--- src/rtl/sba_pkg.sv ---
package sba_pkg;

    typedef enum logic [1:0] {
        ST_EMPTY = 2'd0,
        ST_HELD  = 2'd1,
        ST_PARK  = 2'd2
    } arb_state_e;

endpackage

--- src/rtl/sba_pick.sv ---
// Priority search over the candidate lines. In fixed mode index 0 wins.
// In rotating mode the search starts one index above last_id and wraps.
// The index arithmetic wraps naturally because N is a power of two.
module sba_pick #(
    parameter int N  = 4,
    parameter int IW = 2
) (
    input  logic [N-1:0]  cand,
    input  logic          rotate,
    input  logic [IW-1:0] last_id,
    output logic          found,
    output logic [IW-1:0] win
);

    always_comb begin
        logic [IW-1:0] idx;
        found = 1'b0;
        win   = '0;
        for (int k = 0; k < N; k++) begin
            idx = rotate ? (last_id + IW'(1) + IW'(k)) : IW'(k);
            if (!found && cand[idx]) begin
                found = 1'b1;
                win   = idx;
            end
        end
    end

endmodule

--- src/rtl/sba_hold_timer.sv ---
// Counts how long the current owner has held the bus. The count saturates
// at its maximum value.
module sba_hold_timer #(
    parameter int TW = 8
) (
    input  logic          clk,
    input  logic          rst_n,
    input  logic          clr,
    input  logic          en,
    input  logic [TW-1:0] limit,
    output logic          expired
);

    logic [TW-1:0] cnt_q;

    always_ff @(posedge clk) begin
        if (!rst_n) begin
            cnt_q <= '0;
        end else if (clr) begin
            cnt_q <= '0;
        end else if (en && (cnt_q != '1)) begin
            cnt_q <= cnt_q + 1'b1;
        end
    end

    assign expired = (limit != '0) && (cnt_q >= limit);

    // a counter at its ceiling stays there unless it is cleared
    a_r9_saturate: assert property (@(posedge clk) disable iff (!rst_n)
        (cnt_q == '1 && !clr) |=> (cnt_q == '1));

    // while counting is held off, the count does not move
    a_r8_count_frozen: assert property (@(posedge clk) disable iff (!rst_n)
        (!en && !clr) |=> $stable(cnt_q));

endmodule

--- src/rtl/sba_ctrl.sv ---
// Ownership state machine. Every copy runs the same machine on the same
// shared inputs; only my_id differs between copies.
module sba_ctrl
    import sba_pkg::*;
#(
    parameter int N  = 4,
    parameter int IW = 2
) (
    input  logic          clk,
    input  logic          rst_n,
    input  logic [IW-1:0] my_id,
    input  logic          rotate,
    input  logic [N-1:0]  req_lines,
    input  logic          lock_line,
    input  logic          expired,
    output logic          timer_clr,
    output logic          timer_en,
    output logic          grant,
    output logic [IW-1:0] owner_id,
    output logic          tmo_flag
);

    localparam logic [N-1:0] ONE_AT0 = {{(N-1){1'b0}}, 1'b1};

    arb_state_e    state_q, state_d;
    logic [IW-1:0] owner_q, owner_d;
    logic [IW-1:0] last_q, last_d;
    logic          grant_q, tmo_q;
    logic          held, own_req, hand, tmo_hit;
    logic [N-1:0]  others, cand;
    logic [IW-1:0] start_id, win;
    logic          found;

    assign held     = (state_q == ST_HELD);
    assign own_req  = req_lines[owner_q];
    assign others   = req_lines & ~(ONE_AT0 << owner_q);
    assign cand     = held ? others : req_lines;
    assign start_id = held ? owner_q : last_q;

    sba_pick #(.N(N), .IW(IW)) u_pick (
        .cand    (cand),
        .rotate  (rotate),
        .last_id (start_id),
        .found   (found),
        .win     (win)
    );

    // Next-state and transition selection
    always_comb begin
        state_d = state_q;
        owner_d = owner_q;
        last_d  = last_q;
        hand    = 1'b0;
        tmo_hit = 1'b0;
        unique case (state_q)
            ST_EMPTY: begin
                if (found) begin            // claim
                    state_d = ST_HELD;
                    owner_d = win;
                end
            end
            ST_HELD: begin
                if (!lock_line) begin       // otherwise: lock hold
                    if (!own_req) begin
                        last_d = owner_q;
                        if (found) begin    // release handover
                            owner_d = win;
                            hand    = 1'b1;
                        end else begin      // park
                            state_d = ST_PARK;
                        end
                    end else if (expired && found) begin  // timeout handover
                        last_d  = owner_q;
                        owner_d = win;
                        hand    = 1'b1;
                        tmo_hit = 1'b1;
                    end
                end
            end
            ST_PARK: begin
                if (!lock_line && found) begin   // claim
                    state_d = ST_HELD;
                    owner_d = win;
                end
            end
            default: state_d = ST_EMPTY;
        endcase
    end

    assign timer_clr = !held || hand;
    assign timer_en  = !lock_line;

    // State register
    always_ff @(posedge clk) begin
        if (!rst_n) begin
            state_q <= ST_EMPTY;
            owner_q <= '0;
            last_q  <= '1;
        end else begin
            state_q <= state_d;
            owner_q <= owner_d;
            last_q  <= last_d;
        end
    end

    // Output register
    always_ff @(posedge clk) begin
        if (!rst_n) begin
            grant_q <= 1'b0;
            tmo_q   <= 1'b0;
        end else begin
            grant_q <= (state_d != ST_EMPTY) && (owner_d == my_id);
            tmo_q   <= tmo_hit && (owner_q == my_id);
        end
    end

    assign grant    = grant_q;
    assign owner_id = owner_q;
    assign tmo_flag = tmo_q;

    // a grant exists only once an owner has been chosen
    a_r1_grant_has_owner: assert property (@(posedge clk) disable iff (!rst_n)
        grant_q |-> (state_q != ST_EMPTY));

    // a requesting owner below its limit is not displaced
    a_r5_keep_while_req: assert property (@(posedge clk) disable iff (!rst_n)
        (held && own_req && !expired) |=> $stable(owner_q));

    // an unlocked owner that drops its request either parks or hands over
    a_r6_release_moves: assert property (@(posedge clk) disable iff (!rst_n)
        (held && !lock_line && !own_req) |=>
            (state_q == ST_PARK || owner_q != $past(owner_q)));

    // a parked bus with no requests stays with its owner
    a_r7_park_keeps: assert property (@(posedge clk) disable iff (!rst_n)
        (state_q == ST_PARK && req_lines == '0) |=>
            (state_q == ST_PARK && $stable(owner_q) && $stable(grant_q)));

    // the lock freezes ownership
    a_r8_lock_keeps: assert property (@(posedge clk) disable iff (!rst_n)
        (lock_line && state_q != ST_EMPTY) |=> $stable(owner_q));

    // the time-out pulse marks the edge where this copy lost its grant
    a_r9_tmo_pulse: assert property (@(posedge clk) disable iff (!rst_n)
        tmo_q |-> ($past(grant_q) && !grant_q));

endmodule

--- src/rtl/shared_bus_arbiter.sv ---
module shared_bus_arbiter #(
    parameter int N_AGENTS = 4,
    parameter int TO_W     = 8,
    localparam int ID_W    = $clog2(N_AGENTS)
) (
    input  logic                clk,
    input  logic                rst_n,
    input  logic [ID_W-1:0]     my_id,
    input  logic                rotate_mode,
    input  logic [TO_W-1:0]     hold_limit,
    input  logic                loc_req,
    input  logic                loc_lock,
    output logic                req_drive,
    output logic                lock_drive,
    input  logic [N_AGENTS-1:0] req_lines,
    input  logic                lock_line,
    output logic                grant,
    output logic [ID_W-1:0]     owner_id,
    output logic                tmo_flag
);

    logic timer_clr, timer_en, expired;

    sba_hold_timer #(.TW(TO_W)) u_timer (
        .clk     (clk),
        .rst_n   (rst_n),
        .clr     (timer_clr),
        .en      (timer_en),
        .limit   (hold_limit),
        .expired (expired)
    );

    sba_ctrl #(.N(N_AGENTS), .IW(ID_W)) u_ctrl (
        .clk       (clk),
        .rst_n     (rst_n),
        .my_id     (my_id),
        .rotate    (rotate_mode),
        .req_lines (req_lines),
        .lock_line (lock_line),
        .expired   (expired),
        .timer_clr (timer_clr),
        .timer_en  (timer_en),
        .grant     (grant),
        .owner_id  (owner_id),
        .tmo_flag  (tmo_flag)
    );

    assign req_drive  = loc_req;
    assign lock_drive = loc_lock && grant;

    // only the grant holder can raise the shared lock
    a_r2_lock_only_owner: assert property (@(posedge clk) disable iff (!rst_n)
        lock_drive |-> grant);

endmodule

--- config.mk ---
export PLATFORM = sky130hd
export DESIGN_NAME = shared_bus_arbiter
export DESIGN_NICKNAME = d
export VERILOG_FILES = /design/src/rtl/sba_pkg.sv /design/src/rtl/sba_pick.sv /design/src/rtl/sba_hold_timer.sv /design/src/rtl/sba_ctrl.sv /design/src/rtl/shared_bus_arbiter.sv
export SDC_FILE = /design/constraint.sdc
export NUM_CORES = 1
export LEC_CHECK = 0
export BUFFER_PORTS_ARGS = -buffer_cell sky130_fd_sc_hd__clkbuf_2
export CAP_MARGIN = 25
export CORE_UTILIZATION = 55
export DETAILED_ROUTE_END_ITERATION = 8
export PLACE_DENSITY = 0.76
export SETUP_SLACK_MARGIN = 0.02
export SLEW_MARGIN = 20
export SYNTH_ARGS = -nofsm -noshare
export SYNTH_HDL_FRONTEND = slang
export SYNTH_HIERARCHICAL = 1
export SYNTH_SLANG_ARGS = --single-unit
--- constraint.sdc ---
create_clock -name clk -period 4 [get_ports clk]
set_input_delay 0.8 -clock clk [delete_from_list [all_inputs] [get_ports clk]]
set_output_delay 0.8 -clock clk [all_outputs]
set_load 0.03 [all_outputs]
==> key figures, run 1 <==
Synth
  • Post-Synth XOR/XNOR Area: 0.0500
  • Largest family of logic cells by synthesized area: compound AO/OA/AOI/OAI gates
  • Top cells by area, synth: dfxtp_1 23%, ha_1 8.0%, inv_1 4.3%
  • Yosys top cell area share: 0.228
  • Post-synthesis mux area share: 0.0455
  • Avg Inst Size Synth: just under 8 sq um
  • Synth top cells by count: 16 x dfxtp_1, 16 x inv_1, 16 x nand2_1
  • Compound-cell area share of the yosys netlist: 0.261
  • Synth Area in Adders: 0.0874
  • Leading area contributor after synthesis: dfxtp_1
  • #FFs+latches synth: 16
  • Main synth FF type: dfxtp_1
  • Sequential fraction of the synthesis area: 0.228
  • Mapped Area: between 1000 and 1500 sq um
  • Async SR Flop Fraction: 0
  • Gate Count Post-Synth: 179
  • Synth cell types: 56
  • Post-synth EDFFs: 0
  • Ys Warns: 6
  • Net Count, Synth: between 200 and 250
  • Post-synthesis simple-gate area fraction: 0.243

Finish
  • Register area: 320 sq um
  • P&R area growth vs syn: 8.39%
  • Fillers: between 200 and 250
  • Share of cells above drive strength 1: 0.188
  • Diode count: 0
  • Post-layout util: 0.662
  • Area of the multi-input gates: slightly below 1000 sq um
  • Nets: between 200 and 250

STA
  • Setup TNS Final: 0 ns
  • Clk_skew: between 0.003 and 0.004 ns
  • Worst slew margin: 0.518
  • Min Hold Slack: between 0.4 and 0.5 ns
  • Final Hold Fails: 0
  • Setup violations, final: 0
  • Fin crit share: 0.844
  • Worst-Margin Slew: between 0.7 and 0.8 ns
  • Final Critical Period: between 3 and 4 ns
  • Peak Freq: slightly below 300 MHz
  • Final max-slew violation count: 0
  • RSZ-0062 raised after global routing: false

Hold path
  • HP Class: reg -> reg
  • Min-delay src: u_ctrl/last_q[0]

Floorplan
  • Num ports: 26
  • Core ar.: around 2300 sq um
  • Die H: ~53 um
  • Initial core utilization: 0.611
  • Die area: between 2000 and 3000 sq um
  • Die Wd: around 53 um
  • Row count: 17

CTS
  • CTS root buf: clkbuf_4
  • Clock sinks: 16
  • Hold bufs inserted after CTS: 0
  • CTS tree: yes
  • Max Root-Sink Buffers: 2
  • CTS buffer count: 3
  • Clock slew at reported path FFs: approximately 0.09 ns
  • Clk_lat worst skew: 0.28 ns
  • Cts repair resizes: 0
  • Post-CTS Setup Repair Bufs: 0
  • H-Tree Depth: 1

Flow run
  • Max-cap viol count: 0

Power and ir drop
  • Power Density: about 280 nW/um^2
  • Lkg Pwr: 0.645 nW
  • Peak VDD IR: ~230 uV

Setup path
  • Critical path class: reg -> reg
  • WP data arrival: approximately 3.6 ns
  • Critical path's largest stage delay: approximately 0.60 ns
  • Reg2reg start: u_ctrl/state_q[1]
  • Worst setup EP type: flip-flop
  • CP max FO: 8
  • Slowest CP cell: a21boi_0
  • CP cell instances: nand2b_1 > nor2_1 > a21boi_0 > a2111oi_0 > o21ai_1 > nand2_1 > a211oi_4 > a21oi_1 > o31a_1 > xnor2_1 > nor3_1
  • Critical Path RT: around 4.2 ns
  • Worst setup path startpoint: u_ctrl/state_q[1]
  • Critical path startpoint category: flip-flop

Detailed routing
  • Vias/cell: 6.32
  • Final ANT Viol Nets: 0
  • Vias post-DR: ~1400
  • Wire per inst: around 14 um
  • DR iter-0 viols: 55
  • Post-route DRC: 0
  • DRT Wirelength: ~3.2 mm
  • DR pass1 iterations: 4

Place
  • RD Place Congestion: around 0.85
  • IO buf count: 23
  • HPWL after DPL: between 2 and 3 mm

Global route
  • Largest net degree at the start of global routing: 13
  • Initial antenna violation count: 0
  • First-pass GRT wire length: around 5.3 mm
  • Grt total ovfl: 0
  • Number of global-route vias before repair: around 1300
  • GRT Total Usage: 0.257

Run status
  • Status: complete, no violations
## registers in the layout (all words and copies together) (netlist names)
register,count
u_timer/cnt_q,8
u_ctrl/last_q,2
u_ctrl/owner_id,2
u_ctrl/state_q,2
u_ctrl/tmo_flag,1
u_ctrl/grant,1
## per-stage QoR
stage	cells	instance area [sq um]	worst slack (ns)	power, W
3_5_place_dp	222	1500	0.629	0.000347
5_1_grt	225	1520	0.319	0.000455
2_1_floorplan	179	1400	1.08	0.000314
4_1_cts	225	1520	0.675	0.000429
6_report	225	1520	0.624	0.000428
3_3_place_gp	222	1500	0.793	0.000341
## per-layer routing
layer / vias to the layer above / part of all wire / track usage
li1: 699 / - / -
met4: 0 / 0.0038 / 0.0614
met2: 40 / 0.54 / 0.511
met3: 2 / 0.041 / 0.0551
met1: 680 / 0.41 / 0.267
met5: - / 0 / 0
## kinds of logic (layout without fill, tap and decap cells)
group           count (synthesis)  in the layout
mux                             5              5
flops                          16             16
buf+inv                        25             43
fa+ha+maj                      10             10
xor+xnor                        8              8
simple gates                   63             63
compound gates                 52             52
## critical path, delay by kind of cell (launching register included)
family,cells,cell delay [ns]
flops,1,0.46
xor+xnor,1,0.14
compound gates,6,2.01
simple gates,4,0.70
## final cells by class
class,count,share of cell area
sequential,16,0.211
multi-input combinational,138,0.634
clock buffer,3,0.0148
tap,28,0.0230
inverter,17,0.0420
timing repair buffer,23,0.0757
## cell usage in the layout (no fill, tap or decap), types with 2 or more instances in the layout
cell      instances
clkbuf_4          3
a21oi_1          10
ha_1              9
nor4_1            4
mux2i_1           3
xor2_1            5
nand2_1          16
a22oi_1           3
inv_1            16
nand3_1           6
a211oi_1          4
nand3b_1          2
dfxtp_1          16
a311oi_1          2
nor2_1            9
and4_1            2
nor3_1            7
xnor2_1           3
and2_1            3
a21boi_0          3
o21ai_0          10
a31oi_1           3
nor2b_1           2
nand2b_1          5
clkbuf_2         23
nor3b_1           2
## path summary, 6_finish.rpt
path | endpoint | slack (ns) | cells after the start
setup / recovery | u_ctrl/grant | 0.62 | 11
hold / removal | u_ctrl/last_q[0] | 0.49 | 2
setup reg to reg | u_ctrl/grant | 0.62 | 11
hold reg to reg | u_ctrl/last_q[0] | 0.49 | 2
## power breakdown
part,switching [W],leakage (nW),internal (W)
Sequential,0.0000159,0.130,0.000168
Clock,0.0000462,0.0138,0.0000349
Combinational,0.0000981,0.501,0.0000651
Total,0.000160,0.645,0.000268
(Power assumes the default switching activity.)
==> run 2, diff against run 1 <==
Settings changed: ABC_AREA from default to 1, CORE_UTILIZATION 55 to 56.
Clock period 4 ns to 3.2 ns, I/O delays scaled along.
==> key figures, run 2 <==
Run status
  • Status: complete, no violations

Synth
  • Synth top cells by count: 84 x nand2_1, 35 x inv_1, 24 x nand3_1, 24 x nor2_1, 16 x dfxtp_1
  • Yosys top cell area share: 0.187
  • Top cells by area, synth: dfxtp_1 19%, nand2_1 18%, inv_1 7.7%
  • #FFs+latches synth: 16
  • Main synth FF type: dfxtp_1
  • Most common cell in the netlist: nand2_1
  • Post-synth EDFFs: 0
  • Ys Warns: 6
  • Leading area contributor after synthesis: dfxtp_1
  • Mapped Area: 1710 sq um
  • Net Count, Synth: about 300
  • Synth cell types: 31
  • Sequential fraction of the synthesis area: 0.187
  • Async SR Flop Fraction: 0
  • Gate Count Post-Synth: 280
  • Avg Inst Size Synth: about 6.1 sq um

Floorplan
  • Core ar.: approximately 2800 sq um
  • Die Wd: between 50 and 60 um
  • Die area: between 3000 and 4000 sq um
  • Die H: between 50 and 60 um
  • Row count: 19
  • Initial core utilization: 0.605
  • Num ports: 26

Hold path
  • HP Class: reg -> reg
  • Worst hold stages: 2
  • Worst Hold Endpoint: u_ctrl/last_q[0]
  • Min-delay src: u_ctrl/last_q[0]

STA
  • Final Hold Fails: 0
  • Final Critical Period: 2.97 ns
  • Final max-slew violation count: 0
  • Peak Freq: 337 MHz
  • Fin crit share: 0.927
  • RSZ-0062 raised after global routing: false
  • Worst-Margin Slew: between 0.4 and 0.5 ns
  • Worst slew margin: 0.676
  • Setup TNS Final: 0 ns
  • Setup violations, final: 0
  • Final WS setup: 0.232 ns
  • Clk_skew: 0.00888 ns

Setup path
  • Reg2reg start: u_ctrl/state_q[0]
  • Buf/Inv on CP: 5
  • Slowest CP cell: dfxtp_2
  • WP data arrival: between 3 and 4 ns
  • Critical Path RT: approximately 3.4 ns
  • Reg2reg path depth: 22
  • CP max FO: 9
  • Worst reg2reg path endpoint: u_ctrl/grant
  • CP cell instances: inv_2 > nor2_4 > inv_2 > nor2_1 > inv_1 > nand2_1 > inv_2 > nand2_4 > nand2_1 > nand2_1 > nand2_1 > nand2_1 > nor2_2 > nand4_1 > inv_1 > nor3_1 > a21oi_1 > nand2_2 > nand2_2 > nand2_1 > nand3_1 > nor2_1
  • Critical path class: reg -> reg
  • Critical path's largest stage delay: roughly 0.38 ns
  • Critical path startpoint category: flip-flop
  • R2r setup slk: around 0.23 ns
  • Worst setup EP type: flip-flop
  • CP dominant cell by count: nand2_1
  • Top delay family on crit path: simple AND/OR/NAND/NOR gates

CTS
  • CTS root buf: clkbuf_4
  • Clock slew at reported path FFs: roughly 0.11 ns
  • CTS tree: yes
  • Clk_lat worst skew: slightly below 0.3 ns
  • Hold bufs inserted after CTS: 0
  • Clock sinks: 16
  • Max Root-Sink Buffers: 2
  • H-Tree Depth: 1
  • CTS buffer count: 3

Place
  • RD Place Congestion: 0.903
  • IO buf count: 23
  • HPWL after DPL: around 3 mm
  • Pre-CTS setup slack: roughly 0.36 ns
  • Placed cell count: 332

Power and ir drop
  • Power Density: roughly 480 nW/um^2
  • Lkg Pwr: about 1.1 nW
  • Peak VDD IR: between 200 and 300 uV
  • Final Power: approximately 0.00092 W

Finish
  • Commonest cells after routing, fill and taps aside: 83 x nand2_1, 35 x inv_1, 24 x nor2_1, 24 x nand3_1, 23 x clkbuf_2
  • Nets: ~340
  • Commonest non-fill, non-tap cell in the layout: nand2_1
  • Fillers: 244
  • Max reg flops: 8
  • P&R area growth vs syn: 10.3%
  • Final non-filler cell total: 337
  • Share of cells above drive strength 1: 0.229
  • Area of the multi-input gates: roughly 1200 sq um
  • Diode count: 0
  • Register area: 322 sq um
  • Post-layout util: 0.668
  • Largest Register: u_timer/cnt_q

Global route
  • First-pass GRT wire length: roughly 6.3 mm
  • Largest net degree at the start of global routing: 13
  • Number of global-route vias before repair: 1540
  • GRT Total Usage: 0.242
  • Grt total ovfl: 0
  • Initial antenna violation count: 0

Detailed routing
  • DRT Wirelength: 3.87 mm
  • DR pass1 iterations: 4
  • Vias/cell: ~5.2
  • Wire per inst: ~11 um
  • Post-route DRC: 0
  • DR iter-0 viols: 94
  • Vias post-DR: between 1500 and 2000
  • Final ANT Viol Nets: 0

Flow run
  • Max-cap viol count: 0
[run 2: cell count changes after synthesis, moves of 7 or more]
cell and change:
nor2_1 +15, o21ai_0 -7, nand2_1 +68, nand2_2 +9
nand3_1 +18, nand4_1 +7, inv_2 +8, inv_1 +19
[run 2: layer usage]
metal	GRT usage	wire length (um)	share of wire
met1	0.337	1970	0.51
met2	0.388	1690	0.44
met3	0.0363	159	0.041
met4	0.0697	45	0.012
met5	0	0	0
[run 2: per-stage QoR]
stage | hold WS [ns] | cell area, sq um
floorplan | 0.446 | 1710
global placement | 0.467 | 1840
detailed placement | 0.472 | 1840
CTS | 0.499 | 1880
global route | 0.522 | 1890
finish | 0.496 | 1890
[run 2: repair_timing]
item | 4_1_cts | 5_1_grt
buffers inserted | 0 | 1
endpoints found under the setup margin | 0 | 5
resized for setup | 0 | 2
[run 2: how the worst max path moves through the flow]
stage                        from                to  slack [ns]  depth (start not counted)
2_1_floorplan  u_ctrl/owner_id[0]      u_ctrl/grant        0.60                         22
3_3_place_gp    u_ctrl/state_q[0]      u_ctrl/grant        0.41                         22
3_5_place_dp    u_ctrl/state_q[0]  u_timer/cnt_q[6]        0.36                         20
4_1_cts         u_ctrl/state_q[0]      u_ctrl/grant        0.27                         22
5_1_grt         u_ctrl/state_q[0]      u_ctrl/grant        0.03                         20
6_report        u_ctrl/state_q[0]      u_ctrl/grant        0.23                         22
[run 2: power by group]
group,total [W],internal (W),switching [W]
Combinational,0.000538,0.000174,0.000364
Sequential,0.000239,0.000221,0.0000189
Clock,0.000138,0.0000692,0.0000692
Total,0.000916,0.000464,0.000452
[run 2: final cells by class]
cell class / count / area share
inverter: 44 / 0.0874
clock buffer: 4 / 0.0192
tap: 31 / 0.0205
sequential: 16 / 0.170
multi-input combinational: 217 / 0.634
timing repair buffer: 25 / 0.0689
[run 2: logic make-up (layout without fill, tap and decap cells)]
logic type                 Yosys count  in the layout  share of synthesized area
DFF                                 16             16                      0.187
AOI/OAI and AO/OA                   32             32                      0.113
buffers and inverters               47             73                      0.115
xor gates and xnor gates             2              2                     0.0102
and+or+nand+nor                    174            174                      0.508
adders and majority gates            9              9                     0.0657
[run 2: worst min-delay path, delay by kind of cell, from the launching register on]
| kind | cells | cell delay [ns] |
|---|---|---|
| DFF | 1 | 0.34 |
| AOI/OAI and AO/OA | 1 | 0.07 |
| and+or+nand+nor | 1 | 0.05 |
==> run 3, diff against run 2 <==
Settings changed: ABC_AREA 1 to default, CORE_UTILIZATION 56 to 55.
==> key figures, run 3 (same netlist as run 1, synthesis figures left out) <==
STA
  • Final Hold Fails: 0
  • Worst slew margin: 0.636
  • Setup TNS Final: 0 ns
  • Final WS setup: approximately 0.3 ns
  • Final Critical Period: 2.90 ns
  • Clk_skew: roughly 0.0046 ns
  • Worst-Margin Slew: 0.533 ns
  • Peak Freq: between 300 and 400 MHz
  • RSZ-0062 raised after global routing: false
  • Setup violations, final: 0
  • Final max-slew violation count: 0
  • Fin crit share: 0.907

Finish
  • Max reg flops: 8
  • Diode count: 0
  • Share of cells above drive strength 1: 0.219
  • Nets: approximately 230
  • P&R area growth vs syn: 11.1%
  • Commonest cells after routing, fill and taps aside: 23 x clkbuf_2, 16 x nand2_1, 16 x inv_1
  • Final non-filler cell total: 229
  • Post-layout util: 0.678
  • Largest Register: u_timer/cnt_q
  • Commonest non-fill, non-tap cell in the layout: clkbuf_2
  • Fillers: 195

Floorplan
  • Row count: 17
  • Die area: 2760 sq um
  • Num ports: 26
  • Die Wd: around 53 um
  • Core ar.: 2300 sq um
  • Initial core utilization: 0.611
  • Die H: roughly 53 um

Place
  • Pre-CTS setup slack: about 0.14 ns
  • HPWL after DPL: between 2 and 2.5 mm
  • Placed cell count: ~230
  • IO buf count: 23
  • RD Place Congestion: 0.902

Setup path
  • WP data arrival: roughly 3.1 ns
  • Reg2reg start: u_ctrl/state_q[1]
  • Critical Path RT: approximately 3.4 ns
  • Slowest CP cell: a2111oi_0
  • Critical path startpoint category: flip-flop
  • Critical path's largest stage delay: ~0.55 ns
  • Worst setup EP type: flip-flop
  • CP max FO: 9
  • CP cell instances: nand2b_2 > nand2_1 > nand2_1 > inv_2 > a2111oi_0 > o21ai_2 > nand2b_1 > a21o_2 > nor2_1 > o31a_1 > xnor2_1 > nor3_1
  • Critical path class: reg -> reg
  • CP dominant cell by count: nand2_1
  • Worst setup path startpoint: u_ctrl/state_q[1]

CTS
  • CTS tree: yes
  • Post-CTS Setup Repair Bufs: 0
  • H-Tree Depth: 1
  • CTS buffer count: 3
  • Clk_lat worst skew: ~0.29 ns
  • Max Root-Sink Buffers: 2
  • Clock sinks: 16
  • CTS root buf: clkbuf_4
  • Clock slew at reported path FFs: roughly 0.1 ns

Global route
  • Largest net degree at the start of global routing: 13
  • GRT Total Usage: 0.259
  • Grt total ovfl: 0
  • Number of global-route vias before repair: approximately 1300
  • Initial antenna violation count: 0
  • First-pass GRT wire length: between 5 and 6 mm

Detailed routing
  • Vias/cell: around 6.0
  • DR iter-0 viols: between 40 and 50
  • DR pass1 iterations: 4
  • Wire per inst: approximately 14 um
  • Vias post-DR: roughly 1400
  • DRT Wirelength: roughly 3.2 mm
  • Post-route DRC: 0
  • Final ANT Viol Nets: 0

Power and ir drop
  • Peak VDD IR: between 200 and 300 uV
  • Power Density: 354 nW/um^2
  • Lkg Pwr: approximately 0.67 nW

Run status
  • Status: complete, no violations

Flow run
  • Max-cap viol count: 0

Hold path
  • Min-delay src: u_ctrl/last_q[0]
  • HP Class: reg -> reg
[run 3: cell types whose count changed in the layout (fill, tap and decap cells not counted), moves of 4 or more]
cell / before / now
o21ai_0: 3 / 10
nor2_2: 6 / 0
nand3_2: 6 / 0
nand3_1: 24 / 6
nor2_1: 24 / 9
inv_2: 9 / 1
o21ai_1: 4 / 0
nand4_1: 8 / 1
nand2_1: 83 / 16
a211oi_1: 0 / 4
nand2b_1: 0 / 4
inv_1: 35 / 16
nand2_2: 10 / 0
nor3_1: 1 / 7
[run 3: repair_timing]
item,in CTS,in global routing
gates resized for setup,0,3
endpoints found under the setup margin,0,7
hold buffers,0,0
[run 3: layout make-up]
cell class                      instances  area (sq um)  area share
Inverter                               17          63.8      0.0410
Timing Repair Buffer                   27           145      0.0932
Sequential cell                        16           322       0.206
Tap cell                               28          35.0      0.0225
Multi-Input combinational cell        138           970       0.622
Clock buffer                            3          22.5      0.0145
[run 3: final timing paths]
kind                      endpoint  slack (ns)  depth (start not counted)
hold / removal    u_ctrl/last_q[0]        0.50                          2
hold reg to reg   u_ctrl/last_q[0]        0.50                          2
setup / recovery      u_ctrl/grant        0.30                         12
setup reg to reg      u_ctrl/grant        0.30                         12
[run 3: critical path, delay by kind of cell (launching register included)]
family | cells | cell delay [ns]
AO/OA/AOI/OAI | 4 | 1.22
AND/OR/NAND/NOR | 6 | 0.90
flip-flops | 1 | 0.46
XOR/XNOR | 1 | 0.13
buffers and inverters | 1 | 0.10
[run 3: routing by layer]
metal / up-vias / routed length (um) / global-route usage
met5: - / 0 / 0
met4: 0 / 62 / 0.101
met3: 6 / 129 / 0.0551
met2: 36 / 1630 / 0.477
met1: 639 / 1370 / 0.283
li1: 703 / - / -
[run 3: report_power, final]
part,leakage [nW],total (W),switching (W),internal [W]
Sequential,0.130,0.000226,0.0000155,0.000210
Clock,0.0138,0.000110,0.0000660,0.0000438
Combinational,0.521,0.000216,0.000128,0.0000883
Total,0.665,0.000552,0.000209,0.000343
[run 3: per-stage QoR]
| step | total power (W) | area, sq um | hold WS, ns |
|---|---|---|---|
| global placement | 0.000436 | 1530 | 0.471 |
| finish | 0.000552 | 1560 | 0.499 |
| CTS | 0.000552 | 1550 | 0.494 |
| floorplan | 0.000392 | 1400 | 0.440 |
| detailed placement | 0.000441 | 1530 | 0.469 |
| global route | 0.000586 | 1560 | 0.527 |
